<file path="config.mk">
export PLATFORM = sky130hd
export DESIGN_NAME = cla64_tree
export DESIGN_NICKNAME = d
export VERILOG_FILES = /design/src/rtl/cla64_tree.sv
export SDC_FILE = /design/constraint.sdc
export NUM_CORES = 1
export LEC_CHECK = 0
export BUFFER_PORTS_ARGS = -buffer_cell sky130_fd_sc_hd__buf_2
export CAP_MARGIN = 20
export CORE_MARGIN = 2
export CORE_UTILIZATION = 48
export DETAILED_ROUTE_END_ITERATION = 6
export PLACE_DENSITY = 0.86
export SETUP_SLACK_MARGIN = 0.5
export SLEW_MARGIN = 20
export SYNTH_ARGS = -nofsm -noshare
export SYNTH_HDL_FRONTEND = slang
export SYNTH_SLANG_ARGS = --single-unit
</file>
<file path="constraint.sdc">
create_clock -name vclk -period 7.57
set_clock_uncertainty 0.1 [all_clocks]
set_input_delay 1.514 -clock vclk [all_inputs]
set_output_delay 1.514 -clock vclk [all_outputs]
set_load 0.005 [all_outputs]
</file>
<file path="src/rtl/cla64_tree.sv">
module cla64_tree #(
  parameter int WIDTH = 64,
  parameter int RADIX = 4
) (
  input  logic [WIDTH-1:0] a_i,
  input  logic [WIDTH-1:0] b_i,
  input  logic             cin_i,
  output logic [WIDTH-1:0] sum_o,
  output logic             cout_o,
  output logic             grp_p_o,
  output logic             grp_g_o
);

  localparam int NGRP = WIDTH / RADIX;
  localparam int NSUP = NGRP / RADIX;

  // returns {P, G, c3, c2, c1} for four (p,g) pairs and a carry-in
  function automatic logic [4:0] lcu4(input logic [3:0] p, input logic [3:0] g, input logic ci);
    logic c1, c2, c3, pp, gg;
    c1 = g[0] | (p[0] & ci);
    c2 = g[1] | (p[1] & g[0]) | (p[1] & p[0] & ci);
    c3 = g[2] | (p[2] & g[1]) | (p[2] & p[1] & g[0]) | (p[2] & p[1] & p[0] & ci);
    pp = &p;
    gg = g[3] | (p[3] & g[2]) | (p[3] & p[2] & g[1]) | (p[3] & p[2] & p[1] & g[0]);
    return {pp, gg, c3, c2, c1};
  endfunction

  logic [WIDTH-1:0] bp, bg, bc;
  logic [NGRP-1:0]  gp, gg, gc;
  logic [NSUP-1:0]  sp, sg, sc;
  logic [4:0]       top;

  assign bp = a_i ^ b_i;
  assign bg = a_i & b_i;

  genvar j, k, s;
  generate
    for (j = 0; j < NGRP; j++) begin : g_grp
      logic [4:0] r;
      assign r = lcu4(bp[RADIX*j +: RADIX], bg[RADIX*j +: RADIX], gc[j]);
      assign gp[j] = r[4];
      assign gg[j] = r[3];
      assign bc[RADIX*j]     = gc[j];
      assign bc[RADIX*j + 1] = r[0];
      assign bc[RADIX*j + 2] = r[1];
      assign bc[RADIX*j + 3] = r[2];
    end
    for (k = 0; k < NSUP; k++) begin : g_sup
      logic [4:0] r;
      assign r = lcu4(gp[RADIX*k +: RADIX], gg[RADIX*k +: RADIX], sc[k]);
      assign sp[k] = r[4];
      assign sg[k] = r[3];
      assign gc[RADIX*k]     = sc[k];
      assign gc[RADIX*k + 1] = r[0];
      assign gc[RADIX*k + 2] = r[1];
      assign gc[RADIX*k + 3] = r[2];
    end
  endgenerate

  assign top = lcu4(sp, sg, cin_i);
  assign sc[0] = cin_i;
  generate
    for (s = 1; s < NSUP; s++) begin : g_sc
      assign sc[s] = top[s-1];
    end
  endgenerate

  assign sum_o   = bp ^ bc;
  assign grp_p_o = top[4];
  assign grp_g_o = top[3];
  assign cout_o  = top[3] | (top[4] & cin_i);

endmodule


</file>
==> flow_summary_export.csv <==
group,metric,value,unit
synth,synth_top_family_by_area,"adder cells",
power,p_leak,2.196,nW
synth,synth_compound_area_frac,0.2906,
synth,synth_fa_ha_area_frac,0.3813,
global_route,antenna_found_initial,0,
sta,rsz0062_at_grt,"false",
route,via_per_inst,5.575,
sta,hold_violations,0,
cells_and_area,final_common_cell,"buf_2",
placed_design,place_hpwl,8054,um
synth,synth_area_leaders,"ha_1, fa_1, xnor2_1, a21oi_1, xor2_1",
cells_and_area,drive_above_1_share,0.3761,
cts,ctsResizeCount,0,
sta,fin_crit,5.979,ns
sta,drv_slew,0,
global_route,grt_pass1_vias,3343,
synth,yosys.area.top_type,"ha_1",
power,power.density,93.22,nW/um2
synth,yosysTopAreaCellShare,0.2723,
sta,fin_hold_ws,3.280,ns
synth,synth_cells,368,
floorplanning,die_area,6768,um2
critical_path,crit_fanout,7,
synth,synth_area,2940,um2
route,drt-initial-drc-count,75,
floorplanning,num_rows,28,
power,ir_drop,0.05335,mV
synth,synth.distinct_cells,55,
cells_and_area,final-seq-area,0,um2
floorplanning,die-height,82.27,um
cells_and_area,antenna_cells,0,
sta,worst_pin_slew,0.5549,ns
min_path,hp-class,"input pin to primary output",
synth,syn_nets,577,
floorplanning,core,5921,um2
synth,synthXorXnorAreaFrac,0.1311,
critical_path,start_kind,"input pin",
sta,fmax,167.2,MHz
route,drc_errors,0,
placed_design,portBuffers,196,
floorplanning,die_x,82.27,um
global_route,grt_usage,0.2422,
cells_and_area,seq_cells,0,
cells_and_area,nets,772,
critical_path,startpoint,"a_i[11]",
synth,synth_seq_area_share,0,
global_route,grt_first_pass_wirelength,13520,um
cells_and_area,num-clock-buffers,0,
synth,synthSimpleGateAreaFrac,0.1626,
synth,muxShareOfSynthArea,0,
route,wl_per_cell,13.71,um
global_route,grt_max_degree,9,
min_path,holdPathStages,3,
flow_run,max_cap_violations,0,
sta,fin_crit_sh,0.7899,
sta,maxSlewHeadroom,0.6205,
placed_design,place.gp.congestion,0.8989,
status,status,"complete, no violations",
synth,ys_warn_count,0,
critical_path,endpoint_kind,"primary output",
floorplanning,start_util,0.4966,
sta,finalSetupTns,0,ns
synth,syn_avg_cell_area,7.990,um2
cts,cts_hold_buf,0,
min_path,whs_endpoint,"cout_o",
critical_path,required,5.96,ns
route,routed_wl,8717,um
route,num_vias,3546,
min_path,holdCritStartpoint,"cin_i",
cells_and_area,area_growth,36.17,%
route,first_pass_iters,4,
cells_and_area,final_cell_mix,"buf_2, ha_1, a21oi_1",
critical_path,cp.arrival,4.37,ns
cts,cts_setup_buffers,0,
global_route,grt_overflow,0,
floorplanning,io_pins,196,
route,ant_nets,0,
sta,setup_viol,0,
cells_and_area,fillers,552,
critical_path,critPathKind,"input pin to primary output",
where the power goes:
part	switching, mW	total (mW)	internal, mW	leakage, nW
sequential	0	0	0	0
combinational	0.190	0.373	0.183	2.20
clock	0	0	0	0
routing by layer:
| metal | up-vias | wire length [um] | track usage | part of all wire |
|---|---|---|---|---|
| li1 | 1776 | - | - | - |
| met1 | 1616 | 3211 | 0.2569 | 0.37 |
| met2 | 142 | 4601 | 0.4984 | 0.53 |
| met3 | 12 | 784 | 0.03804 | 0.090 |
| met4 | 0 | 119 | 0.03667 | 0.014 |
| met5 | - | 0 | 0 | 0 |
worst max path at each step:
stage	end
2_1_floorplan	sum_o[41]
3_3_place_gp	sum_o[41]
3_5_place_dp	sum_o[41]
4_1_cts	sum_o[41]
5_1_grt	sum_o[41]
6_report	sum_o[41]
per-stage QoR:
| stage | power [mW] | cell area (um2) | setup WS, ns | cells | utilization |
|---|---|---|---|---|---|
| floorplan | 0.2215 | 2940 | 2.174 | 368 | - |
| CTS | 0.3750 | 4004 | 1.604 | 636 | 0.6762 |
| global placement | 0.3596 | 4004 | 1.735 | 636 | 0.6762 |
| detailed placement | 0.3731 | 4004 | 1.615 | 636 | 0.6762 |
| global route | 0.4194 | 4004 | 1.403 | 636 | 0.6762 |
| finish | 0.3732 | 4004 | 1.591 | 636 | 0.6762 |
final cells by class:
cell class | count | area, um2 | share of cell area
inverters | 24 | 90.09 | 0.02250
repair buffers | 196 | 980.9 | 0.2450
well taps | 75 | 93.84 | 0.02344
multi-input cells | 341 | 2839 | 0.7091
cells in the mapped netlist (all sizes together), types with 3 or more instances:
master,n
a221oi,4
o21ai,18
xor2,21
o21bai,4
a21oi,43
and3,7
xnor2,23
nand2b,3
nor2,23
ha,64
a21boi,3
clkbuf,3
o21a,3
nor2b,3
a31oi,5
fa,16
nand2,17
a21o,19
inv,24
nand4,16
nand3,6
nor3,8
critical path, stage by stage:
cell and delay, ns:
buf_2 0.10, ha_1 0.35, a21oi_1 0.16, o21ai_0 0.16, a221oi_2 0.35, o21ai_2 0.16
a21oi_2 0.35, inv_2 0.15, a211o_1 0.35, fa_1 0.40, xor2_1 0.17, buf_2 0.14
cell families after synthesis:
logic type,after synthesis
xor gates and xnor gates,44
adders and majority gates,80
buffers and inverters,27
and+or+nand+nor,94
AOI/OAI and AO/OA,123
No activity file was read; power rests on OpenSTA's default activity.
